File: src/rtl/trwf_pkg.sv
package trwf_pkg;

  // Tracking code per register: older value in flight, and newer value after a redefinition
  typedef enum logic [2:0] {
    ST_IDLE      = 3'd0,  // nothing in flight
    ST_FRESH     = 3'd1,  // one value, no reader yet
    ST_ONE       = 3'd2,  // one value, one clean bypass reader
    ST_SPENT     = 3'd3,  // one value, must be written
    ST_HELD_OK   = 3'd4,  // redefined: older droppable, newer clean
    ST_HELD_WB   = 3'd5,  // redefined: older written, newer clean
    ST_HELD_OK_X = 3'd6,  // redefined: older droppable, newer must write
    ST_HELD_WB_X = 3'd7   // redefined: older written, newer must write
  } trk_t;

  function automatic trk_t on_wb(trk_t s);
    case (s)
      ST_HELD_OK, ST_HELD_WB:     on_wb = ST_FRESH;
      ST_HELD_OK_X, ST_HELD_WB_X: on_wb = ST_SPENT;
      default:                    on_wb = ST_IDLE;
    endcase
  endfunction

  function automatic trk_t on_branch(trk_t s);
    case (s)
      ST_FRESH, ST_ONE: on_branch = ST_SPENT;
      ST_HELD_OK:       on_branch = ST_HELD_OK_X;
      ST_HELD_WB:       on_branch = ST_HELD_WB_X;
      default:          on_branch = s;
    endcase
  endfunction

  function automatic trk_t on_read(trk_t s, logic clean);
    case (s)
      ST_FRESH:   on_read = clean ? ST_ONE : ST_SPENT;
      ST_ONE:     on_read = ST_SPENT;
      ST_HELD_OK: on_read = ST_HELD_OK_X;
      ST_HELD_WB: on_read = ST_HELD_WB_X;
      default:    on_read = s;
    endcase
  endfunction

  function automatic trk_t on_def(trk_t s);
    case (s)
      ST_IDLE:            on_def = ST_FRESH;
      ST_ONE:             on_def = ST_HELD_OK;
      ST_FRESH, ST_SPENT: on_def = ST_HELD_WB;
      default:            on_def = ST_HELD_WB_X;  // third value in flight: write everything
    endcase
  endfunction

  function automatic logic may_drop(trk_t s);
    may_drop = (s == ST_HELD_OK) || (s == ST_HELD_OK_X);
  endfunction

endpackage

File: src/rtl/trwf_slot.sv
module trwf_slot
  import trwf_pkg::*;
(
  input  logic clk,
  input  logic rst_n,
  input  logic wb_hit,
  input  logic br_hit,
  input  logic rd0_hit,
  input  logic rd0_clean,
  input  logic rd1_hit,
  input  logic rd1_clean,
  input  logic def_hit,
  input  logic rest_hit,
  input  trk_t rest_val,
  output trk_t st
);

  trk_t s_wb, s_br, s_rd0, s_rd1, s_def, st_nxt;
  logic upd_en;

  // Fixed order within a cycle: writeback, branch, source 0, source 1, definition
  always_comb begin
    s_wb   = wb_hit  ? on_wb(st)                  : st;
    s_br   = br_hit  ? on_branch(s_wb)            : s_wb;
    s_rd0  = rd0_hit ? on_read(s_br, rd0_clean)   : s_br;
    s_rd1  = rd1_hit ? on_read(s_rd0, rd1_clean)  : s_rd0;
    s_def  = def_hit ? on_def(s_rd1)              : s_rd1;
    st_nxt = rest_hit ? rest_val : s_def;
    upd_en = rest_hit | wb_hit | br_hit | rd0_hit | rd1_hit | def_hit;
  end

  always_ff @(posedge clk or negedge rst_n) begin
    if (!rst_n)      st <= ST_IDLE;
    else if (upd_en) st <= st_nxt;
  end

endmodule

File: src/rtl/trwf_snap.sv
module trwf_snap
  import trwf_pkg::*;
#(
  parameter int NREG = 32
) (
  input  logic clk,
  input  logic rst_n,
  input  logic save,
  input  trk_t live [NREG],
  output trk_t shadow [NREG]
);

  for (genvar g = 0; g < NREG; g++) begin : g_cell
    always_ff @(posedge clk or negedge rst_n) begin
      if (!rst_n)    shadow[g] <= ST_IDLE;
      else if (save) shadow[g] <= live[g];
    end
  end

endmodule

File: src/rtl/trwf_filter.sv
module trwf_filter
  import trwf_pkg::*;
#(
  parameter  int NREG = 32,
  localparam int IW   = $clog2(NREG)
) (
  input  logic          clk,
  input  logic          rst_n,
  input  logic          wb_vld,
  input  logic [IW-1:0] wb_reg,
  output logic          wb_drop,
  input  logic          br_vld,
  input  logic          iss_vld,
  input  logic          iss_src0_vld,
  input  logic [IW-1:0] iss_src0_reg,
  input  logic          iss_src0_byp,
  input  logic          iss_src1_vld,
  input  logic [IW-1:0] iss_src1_reg,
  input  logic          iss_src1_byp,
  input  logic          iss_spec,
  input  logic          iss_dst_vld,
  input  logic [IW-1:0] iss_dst_reg,
  input  logic          ckpt_save,
  input  logic          ckpt_restore
);

  // Reset: asserted asynchronously, released after two clock edges
  logic rst_m, rst_q;
  always_ff @(posedge clk or negedge rst_n) begin
    if (!rst_n) begin
      rst_m <= 1'b0;
      rst_q <= 1'b0;
    end else begin
      rst_m <= 1'b1;
      rst_q <= rst_m;
    end
  end

  trk_t tbl  [NREG];
  trk_t snap [NREG];

  logic clean0, clean1;
  assign clean0 = iss_src0_byp & ~iss_spec;
  assign clean1 = iss_src1_byp & ~iss_spec;

  for (genvar g = 0; g < NREG; g++) begin : g_slot
    logic wb_hit, rd0_hit, rd1_hit, def_hit;
    assign wb_hit  = wb_vld && (wb_reg == IW'(g));
    assign rd0_hit = iss_vld && iss_src0_vld && (iss_src0_reg == IW'(g));
    assign rd1_hit = iss_vld && iss_src1_vld && (iss_src1_reg == IW'(g));
    assign def_hit = iss_vld && iss_dst_vld  && (iss_dst_reg  == IW'(g));

    trwf_slot u_slot (
      .clk       (clk),
      .rst_n     (rst_q),
      .wb_hit    (wb_hit),
      .br_hit    (br_vld),
      .rd0_hit   (rd0_hit),
      .rd0_clean (clean0),
      .rd1_hit   (rd1_hit),
      .rd1_clean (clean1),
      .def_hit   (def_hit),
      .rest_hit  (ckpt_restore),
      .rest_val  (snap[g]),
      .st        (tbl[g])
    );
  end

  trwf_snap #(.NREG(NREG)) u_snap (
    .clk    (clk),
    .rst_n  (rst_q),
    .save   (ckpt_save),
    .live   (tbl),
    .shadow (snap)
  );

  // Verdict taken from the table state before this cycle's events
  always_comb begin
    wb_drop = 1'b0;
    if (wb_vld) wb_drop = may_drop(tbl[wb_reg]);
  end

endmodule

File: config.mk
export PLATFORM = sky130hd
export DESIGN_NAME = trwf_filter
export DESIGN_NICKNAME = d
export VERILOG_FILES = /design/src/rtl/trwf_pkg.sv /design/src/rtl/trwf_slot.sv /design/src/rtl/trwf_snap.sv /design/src/rtl/trwf_filter.sv
export SDC_FILE = /design/constraint.sdc
export NUM_CORES = 1
export LEC_CHECK = 0
export ABC_AREA = 1
export BUFFER_PORTS_ARGS = -buffer_cell sky130_fd_sc_hd__buf_4
export CAP_MARGIN = 20
export CORE_UTILIZATION = 30
export CTS_BUF_LIST = sky130_fd_sc_hd__clkbuf_16
export DETAILED_ROUTE_END_ITERATION = 6
export GPL_TIMING_DRIVEN = 0
export SYNTH_ARGS = -nofsm -noshare
export SYNTH_HDL_FRONTEND = slang
export SYNTH_SLANG_ARGS = --single-unit
File: constraint.sdc
create_clock -name clk -period 6.1 [get_ports clk]
set_input_delay 0.61 -clock clk [delete_from_list [all_inputs] [get_ports clk]]
set_output_delay 0.61 -clock clk [all_outputs]
set_load 0.05 [all_outputs]
Word-level counts from Yosys, hierarchy flattened. Index checks and enable logic that the tools add are counted.

Register bits after elaboration: 194. Input port bits: 33. Output and inout bits: 1. Logic and storage cells: 1619.

Order comparisons: 1. Equality and inequality tests: 734. Muxes and demuxes: 358. Bitwise operators: 164. Reduce and logical (&&, ||, !) cells: 296.

Operators with widths (number): $eq 3x3->1 const B (322); $pmux 3 s4 (64); $mux 3 (194); $pmux 3 s3 (64); $eq 3x2->1 const B (160); $eq 3x1->1 const B (128); $eq 5x5->1 const B (64); $reduce_or 2->1 (128); $eq 5x4->1 const B (32); $or 1x1->1 (160); $logic_and 1x1->1 (131); $pmux 2 s2 (32); $logic_not 3->1 (32); $eq 5x3->1 const B (16); $eq 5x2->1 const B (8); $eq 5x1->1 const B (4); $logic_not 5->1 (4); $bmux 3 s5 (1); $ge 6x6->1 const B (1); $not 5->6 (1); $mux 1 (3); $and 1x1->1 (2); $logic_or 1x1->1 (1); $not 1->1 (1).

Depth between registers and ports, before layout. Gate-level depths: netlist (run 1).

Word-level depth: 19. Mapped depth: 21. Gate-level depth less buffers: 21.

Modules after synthesis. A second synthesis (run 1) with hierarchy kept.

Cell total of the unflattened synthesis: 2486. Area total of the unflattened synthesis: 14323.7 um^2.

Modules (own cells, without submodules): trwf_slot (instances 32, cells an instance 51, area each 279.0 um^2, sequential area each 75.1 um^2); trwf_snap (instances 1, cells an instance 406, area each 3629.7 um^2, sequential area each 2402.3 um^2); trwf_filter (instances 1, cells an instance 448, area each 1765.4 um^2, sequential area each 50.0 um^2).

Worst setup path before layout (run 1). OpenSTA, ideal clock, no wires.

Kind: input to output. Start: in wb_reg[1]. End: out wb_drop. Arrival time: 1.781 ns. Data required time: 5.490 ns. Slack: 3.709 ns. Stages on the path: 7. Buffers on the path: 1. Cell sequence: nand2_1 inv_2 buf_6 o21ai_0 nand3_1 a221oi_1 a32o_1.

Cells in the longest elaborated chain, start to end: 7. Elaborated cells between the ends (all ways): 8. Classes of those cells: eq/ne (2); mux (4); bitwise (1); reduce/logical (1).

Ends and longest elaborated chain: start: declaration (line trwf_filter.sv:10) `input logic [IW-1:0] wb_reg,`; $not 5->6 (not written as such) * (line trwf_filter.sv:80) `if (wb_vld) wb_drop = may_drop(tbl[wb_reg]);`; $bmux 3 s5 * (line trwf_filter.sv:80); $mux 3 (not written as such) * (2 in a row) (line trwf_filter.sv:80); $eq 3x3->1 (line trwf_pkg.sv:52) `may_drop = (s == ST_HELD_OK) || (s == ST_HELD_OK_X);`; $logic_or 1x1->1 * (line trwf_pkg.sv:52); $mux 1 * (line trwf_filter.sv:80); end: declaration (line trwf_filter.sv:11) `output logic wb_drop,`.

Mark *: on every way between the ends. The rest lies on a longest branch, timed or not. The select of a mux whose other input is x is not followed.

Worst setup path in the final report (run 1).
Start: reg g_slot[9].u_slot.st[2]. End: out wb_drop.

Cells in the longest elaborated chain, start to end: 6. Elaborated cells between the ends (all ways): 7. Classes of those cells: eq/ne (2); mux (4); reduce/logical (1).

Ends and longest elaborated chain: start: declaration (line trwf_slot.sv:15) `output trk_t st`; start signal: assignment (line trwf_slot.sv:34) `else if (upd_en) st <= st_nxt;`; $bmux 3 s5 * (line trwf_filter.sv:80); $mux 3 (not written as such) * (2 in a row) (line trwf_filter.sv:80); $eq 3x3->1 (line trwf_pkg.sv:52); $logic_or 1x1->1 * (line trwf_pkg.sv:52); $mux 1 * (line trwf_filter.sv:80).

Marked as above.

==> results.toml, run 1 <==
[detailed_routing]
wirelength_mm = 65.93
drt_drc_violations_left = 0
route.detailed.vias_per_inst = 5.520
drt_pass1_iterations = 7
vias = 16220
detail_route.iter0.violations = 1550
final_antenna_net_count = 0
routed_wire_length_per_instance_um = 22.44

[synth]
synth.ff_latch_count = 194
synthesis.area_sq_um = 14220
synth.most_common_cell = "sky130_fd_sc_hd__nand2_1"
synth_top_cell_by_area = "sky130_fd_sc_hd__dfrtp_1"
synth-edff-count = 0
synth_top_area_share_pct = 34.14
synthDistinctLibCells = 54
syn-instance-count = 2249
ys.warnings.count = 0
leading_cell_types_by_total_area_after_synthesis = "sky130_fd_sc_hd__dfrtp_1 34%, sky130_fd_sc_hd__nand2_1 15%, sky130_fd_sc_hd__o21ai_0 9.1%"
avgSynthCellArea_sq_um = 6.322
synth_common_cells = "587 x sky130_fd_sc_hd__nand2_1, 333 x sky130_fd_sc_hd__inv_1, 272 x sky130_fd_sc_hd__nor2_1"
synth-seq-area-share_pct = 34.14
ys_async_sr_fraction_pct = 100.0
synth_ff_type = "sky130_fd_sc_hd__dfrtp_1"
synth_fp_nets = 2282

[power]
irDropWorstVdd_v = 0.0002029
power_per_standard_cell_area_nw_per_um2 = 264.5
total_power_uw = 4261
power_leakage_uw = 0.007108

[job]
maxCapViolations = 0

[worst_setup_path]
worst_path_dominant_cell_family = "compound AO/OA/AOI/OAI gates"
critPathKind = "flip-flop to primary output"
cp.buffers_inverters = 2
critical-path-slowest-cell = "sky130_fd_sc_hd__o21ai_0"
timing.rr.end = "g_slot[5].u_slot.st[2]"
reg_to_reg_start = "g_slot[5].u_slot.st[2]"
rr_worst_depth = 10
critical_path.cell_chain = "inv_1 > o21ai_0 > nand4_1 > a221oi_1 > a32o_1 > buf_4"
crit_cells = 6
timing.critical_path.slowest_cell_delay_ns = 0.66
timing.critical_path.from_type = "flip-flop"
cp.arrival_ns = 2.94
cp_data_required_time_ns = 5.49
cp-end-kind = "primary output"
regToRegSetupSlack_ns = 4.01
timing.critical_path.fanout_max = 3

[clock_network]
clock_sink_count = 194
cts_buffers = 17
cts_max_level = 4
clk_latency_ns = 0.49
cts.reportedPaths.clkPinSlew_ns = 0.09
cts.repair.resized = 0
clock_tree.root_cell = "sky130_fd_sc_hd__clkbuf_16"
cts_tree = "done"
cts_max_path_buffers = 2

[grt]
grt_max_degree = 59
first_global_vias = 14920
global_route.overflow_total = 0
grt_first_pass_wirelength_mm = 95.83
track_usage_pct = 27.70
grt_antenna_before_repair = 2

[place]
buffer_ports.inserted = 32
routability_congestion = 1.031
postPlaceCellArea_sq_um = 15490
detailed_place_hpwl_mm = 48.92
dpl.cell_count = 2901

[final_layout]
non_filler_instances = 2938
utilization_pct = 34.53
final_area_sq_um = 16110
area.growth.synth_to_final_pct = 13.31
share_of_layout_cells_above_drive_strength_1_pct = 7.385
finish.net_count = 2349

[sta]
max_slew.worst_pin.slew_ns = 1.298
worst_clock_skew_ns = 0.01510
report.final.slew_viol_count = 0
timing.hold.ws_ns = 0.3199
fmaxAchievable_mhz = 281.6
finalCriticalPeriod_ns = 3.551
relSlewSlack_pct = 13.50
unrepaired_setup_endpoints_after_global_routing = "false"
timing_hold_violations_final = 0
setup-violations-final = 0
finalCritPeriodShare_pct = 58.21

[worst_hold_path]
worstHoldPathType = "flip-flop to asynchronous set/reset pin"

[floorplanning]
starting_density_pct = 30.48
die_height_um = 219.7
core_area_sq_um = 46650
floorplan.io_pins = 34
fp-row-count = 79
floorplan.die_area_sq_um = 48270
die_w_um = 219.7

[status]
run_status = "finished clean"
==> cells by family (layout without fill, tap and decap cells) <==
kind of cell | Yosys count | count (layout) | share of synthesized area (%)
and+or+nand+nor | 1071 | 1071 | 31.06
AOI/OAI and AO/OA | 540 | 540 | 21.46
buffers and inverters | 416 | 496 | 11.13
DFF | 194 | 194 | 34.14
muxes | 27 | 27 | 2.174
other | 1 | 3 | 0.02637
==> power by group <==
part	internal, uW	total [uW]	leakage [uW]	switching (uW)
registers	1530	1700	0.00221	166
clock network	544	1160	0.000281	615
logic	442	1410	0.00462	965
==> registers in the layout, indices dropped and copies added (netlist names) <==
| name | cells |
|---|---|
| g_slot.u_slot.st | 96 |
| u_snap.shadow | 96 |
| rst_m | 1 |
| rst_q | 1 |
==> per-stage QoR <==
stage	TNS [ns]	setup WS (ns)
after global placement	-431.56	-2.277
after detailed placement	0	2.270
after global routing	0	2.593
final	0	2.549
after CTS	0	2.685
after floorplan	0	0.2937
==> cell type report <==
class / count / area (sq um)
diodes: 2 / 5.005
plain buffers: 67 / 272.8
clock buffers: 17 / 425.4
clock inverters: 15 / 135.1
fillers: 5082 / 30540
inverters: 349 / 1310
multi-input cells: 1639 / 7781
flip-flops and latches: 194 / 4858
well taps: 607 / 759.5
repair buffers: 48 / 563.0
==> repair_timing <==
action,in CTS,in global routing
hold endpoints to repair,2,0
hold buffers,1,0
buffers inserted,0,0
==> metal layers <==
metal / GRT usage (%) / wire [um]
met1: 36.41 / 26920
met2: 42.46 / 28460
met3: 5.521 / 6643
met4: 15.24 / 3901
met5: 0 / 0
==> cell usage in the layout, fill, tap and decap left out, types with 12 or more instances in the layout <==
master	synthesis	routed
sky130_fd_sc_hd__o31ai_1	21	21
sky130_fd_sc_hd__a31oi_1	19	19
sky130_fd_sc_hd__nand2_1	587	587
sky130_fd_sc_hd__inv_1	333	333
sky130_fd_sc_hd__nor2_2	12	12
sky130_fd_sc_hd__nand3_1	112	112
sky130_fd_sc_hd__o21ai_1	38	38
sky130_fd_sc_hd__o211ai_1	33	33
sky130_fd_sc_hd__inv_2	14	14
sky130_fd_sc_hd__dfrtp_1	194	193
sky130_fd_sc_hd__mux2_2	21	21
sky130_fd_sc_hd__clkbuf_16	0	17
sky130_fd_sc_hd__nor3_1	27	27
sky130_fd_sc_hd__a21oi_1	116	116
sky130_fd_sc_hd__clkbuf_1	48	48
sky130_fd_sc_hd__nor2_1	272	272
sky130_fd_sc_hd__buf_4	2	34
sky130_fd_sc_hd__nand4_1	33	33
sky130_fd_sc_hd__nand2_2	16	16
sky130_fd_sc_hd__o21ai_0	258	258
==> how the worst max path moves through the flow <==
stage	slack (ns)	start	endpoint
after floorplan	0.29	rst_q	g_slot[0].u_slot.st[0]
after global placement	-2.28	rst_q	g_slot[20].u_slot.st[0]
after detailed placement	2.27	br_vld	g_slot[3].u_slot.st[2]
after CTS	2.69	g_slot[9].u_slot.st[2]	wb_drop
after global routing	2.59	g_slot[9].u_slot.st[2]	wb_drop
final	2.55	g_slot[9].u_slot.st[2]	wb_drop
(Power assumes the default switching activity.)
==> run 2, diff against run 1 <==
--- a/config.mk
+++ b/config.mk
@@ -5,7 +5,7 @@
 export SDC_FILE = /design/constraint.sdc
 export NUM_CORES = 1
 export LEC_CHECK = 0
-export ABC_AREA = 1
+export ABC_AREA = 0
 export BUFFER_PORTS_ARGS = -buffer_cell sky130_fd_sc_hd__buf_4
 export CAP_MARGIN = 20
 export CORE_UTILIZATION = 30
==> constraint.sdc (replaced) <==
create_clock -name clk -period 3.5 [get_ports clk]
set_input_delay 0.35 -clock clk [delete_from_list [all_inputs] [get_ports clk]]
set_output_delay 0.35 -clock clk [all_outputs]
set_load 0.05 [all_outputs]
==> run 2 against run 1 <==
  * The run now ends with design-rule violations left
  * Clock power increased by 72%
  * Setup slack got worse by 2.5 ns
  * Critical path depth increased by 4
  * Utilization decreased by 0.098 points
  * Critical path type is now primary input to primary output
  * Largest power group unchanged
==> results.toml, run 2 <==
[synth]
ys_async_sr_fraction_pct = 100.0
leading_cell_types_by_total_area_after_synthesis = "sky130_fd_sc_hd__dfrtp_1 34%, sky130_fd_sc_hd__mux2_2 7.6%, sky130_fd_sc_hd__nand2_1 5.8%"
synth_top_cell_by_area = "sky130_fd_sc_hd__dfrtp_1"
synth_top_area_share_pct = 33.73
synthDistinctLibCells = 90
synth.ff_latch_count = 194
avgSynthCellArea_sq_um = 7.995
ys.warnings.count = 0
synth_fp_nets = 1833
synth_ff_type = "sky130_fd_sc_hd__dfrtp_1"
synth_common_cells = "222 x sky130_fd_sc_hd__nand2_1, 194 x sky130_fd_sc_hd__dfrtp_1, 177 x sky130_fd_sc_hd__nor2_1"
synth-seq-area-share_pct = 33.73
synth-edff-count = 0
synthesis.area_sq_um = 14390
syn-instance-count = 1800
synth.most_common_cell = "sky130_fd_sc_hd__nand2_1"

[final_layout]
mostFrequentLayoutCell = "sky130_fd_sc_hd__nand2_1"
utilization_pct = 34.43
finish.net_count = 1895
reg.largest.list = "g_slot.u_slot.st: 96 flops, u_snap.shadow: 96 flops"
non_filler_instances = 2483
area.growth.synth_to_final_pct = 12.34
share_of_layout_cells_above_drive_strength_1_pct = 13.55
fillers = 4903
final_cell_mix = "222 x sky130_fd_sc_hd__nand2_1, 193 x sky130_fd_sc_hd__dfrtp_1, 176 x sky130_fd_sc_hd__nor2_1, 147 x sky130_fd_sc_hd__o21ai_0, 126 x sky130_fd_sc_hd__a21oi_1"

[grt]
grt_first_pass_wirelength_mm = 102.5
track_usage_pct = 28.92
grt_antenna_before_repair = 1
grt_max_degree = 70
first_global_vias = 14740
global_route.overflow_total = 0

[clock_network]
cts_tree = "done"
cts_max_level = 4
cts.reportedPaths.clkPinSlew_ns = 0.08
clock_tree.root_cell = "sky130_fd_sc_hd__clkbuf_16"
cts_buffers = 17
clock_sink_count = 194
clk_latency_ns = 0.52
cts_max_path_buffers = 2

[place]
routability_congestion = 1.059
dpl.cell_count = 2446
detailed_place_hpwl_mm = 51.90
buffer_ports.inserted = 27

[sta]
setup-violations-final = 0
max_slew.worst_pin.slew_ns = 1.264
finalCritPeriodShare_pct = 98.97
finalCriticalPeriod_ns = 3.464
timing_hold_violations_final = 0
timing.hold.ws_ns = 0.1421
fmaxAchievable_mhz = 288.7
worst_clock_skew_ns = 0.01253
report.final.slew_viol_count = 0
relSlewSlack_pct = 15.71
unrepaired_setup_endpoints_after_global_routing = "false"

[worst_setup_path]
timing.critical_path.fanout_max = 10
worst_path_dominant_cell_family = "buffers and inverters"
reg_to_reg_start = "g_slot[16].u_slot.st[2]"
crit_path_end = "wb_drop"
critical-path-slowest-cell = "sky130_fd_sc_hd__buf_1"
crit_start = "wb_reg[1]"
timing.critical_path.slowest_cell_delay_ns = 0.78
timing.rr.end = "g_slot[16].u_slot.st[0]"
critical_path.cell_chain = "buf_2 > buf_1 > nand2_1 > o32ai_2 > o21ai_0 > a21oi_1 > mux2i_1 > a311o_1 > a21boi_2 > buf_4"
crit_cells = 10
timing.critical_path.from_type = "primary input"
cp.buffers_inverters = 3
critPathKind = "primary input to primary output"
cp-end-kind = "primary output"
regToRegSetupSlack_ns = 1.10
cp.arrival_ns = 3.11
cp_data_required_time_ns = 3.15
rr_worst_depth = 8

[power]
power_leakage_uw = 0.005931
power_per_standard_cell_area_nw_per_um2 = 508.8
irDropWorstVdd_v = 0.0003088

[detailed_routing]
route.detailed.vias_per_inst = 6.482
final_antenna_net_count = 0
top_layer = "met5"
met3RoutedLength_mm = 7.969
dr_wl_met2_mm = 29.07
vias = 16090
detail_route.iter0.violations = 2395
drt_drc_violations_left = 3
drt_pass1_iterations = 7
routed_wire_length_per_instance_um = 28.76
wirelength_mm = 71.42
met1_length_mm = 28.73

[status]
run_status = "finished with violations"
violations_in_the_final_reports = "design-rule violations"

[floorplanning]
floorplan.die_area_sq_um = 48850
die_w_um = 221.0
core_area_sq_um = 46950
starting_density_pct = 30.65
floorplan.io_pins = 34
fp-row-count = 79
die_height_um = 221.0

[worst_hold_path]
worstHoldPathType = "primary input to asynchronous set/reset pin"

[job]
maxCapViolations = 0
run 2: layer usage:
layer,track usage (%),up-vias
li1,-,6864
met1,37.52,7772
met2,41.34,1159
met3,8.272,297
met4,19.92,2
met5,0,-
run 2: how the worst min path moves through the flow:
stage | end | startpoint | cells after the start
finish | rst_q | rst_n | 2
global route | rst_m | rst_n | 2
CTS | rst_q | rst_n | 2
detailed placement | rst_m | rst_n | 1
global placement | rst_m | rst_n | 1
floorplan | rst_m | rst_n | 0
run 2: final cells by class:
type	count	area, sq um	share of cell area, %
diodes	1	2.502	0.01548
inverters	47	176.4	1.091
plain buffers	115	508.0	3.142
flip-flops and latches	194	4858	30.05
clock inverters	15	118.9	0.7352
clock buffers	17	425.4	2.631
multi-input cells	1444	8882	54.94
well taps	607	759.5	4.698
repair buffers	43	435.4	2.693
run 2: what timing repair did:
item	CTS	global route
setup endpoints to repair	1	1
hold buffers	1	0
buffers inserted	0	0
endpoints found under the hold margin	2	0
resized for setup	5	3
pin swaps	0	0
run 2: cell families (layout without fill, tap and decap cells):
kind of cell	count (synthesis)	after routing	share of synthesized area (%)
compound gates	612	612	28.08
buf+inv	162	237	4.695
flops	194	194	33.73
mux	116	116	9.085
other cells	1	2	0.02606
simple gates	715	715	24.38
run 2: through the flow:
stage          power [uW]  setup TNS [ns]  area, sq um  setup WS [ns]
2_1_floorplan        5229               0        14390         0.3018
3_3_place_gp         6063         -213.10        15350         -1.081
3_5_place_dp         6154          -1.541        15550        -0.4623
4_1_cts              8165               0        16120        0.01077
5_1_grt              8666               0        16160       0.006059
6_report             8226               0        16170        0.03591
run 2: power by group:
part	switching (uW)	internal, uW
Combinational	1680	1150
Sequential	597	2810
Clock	1020	971
Total	3290	4930
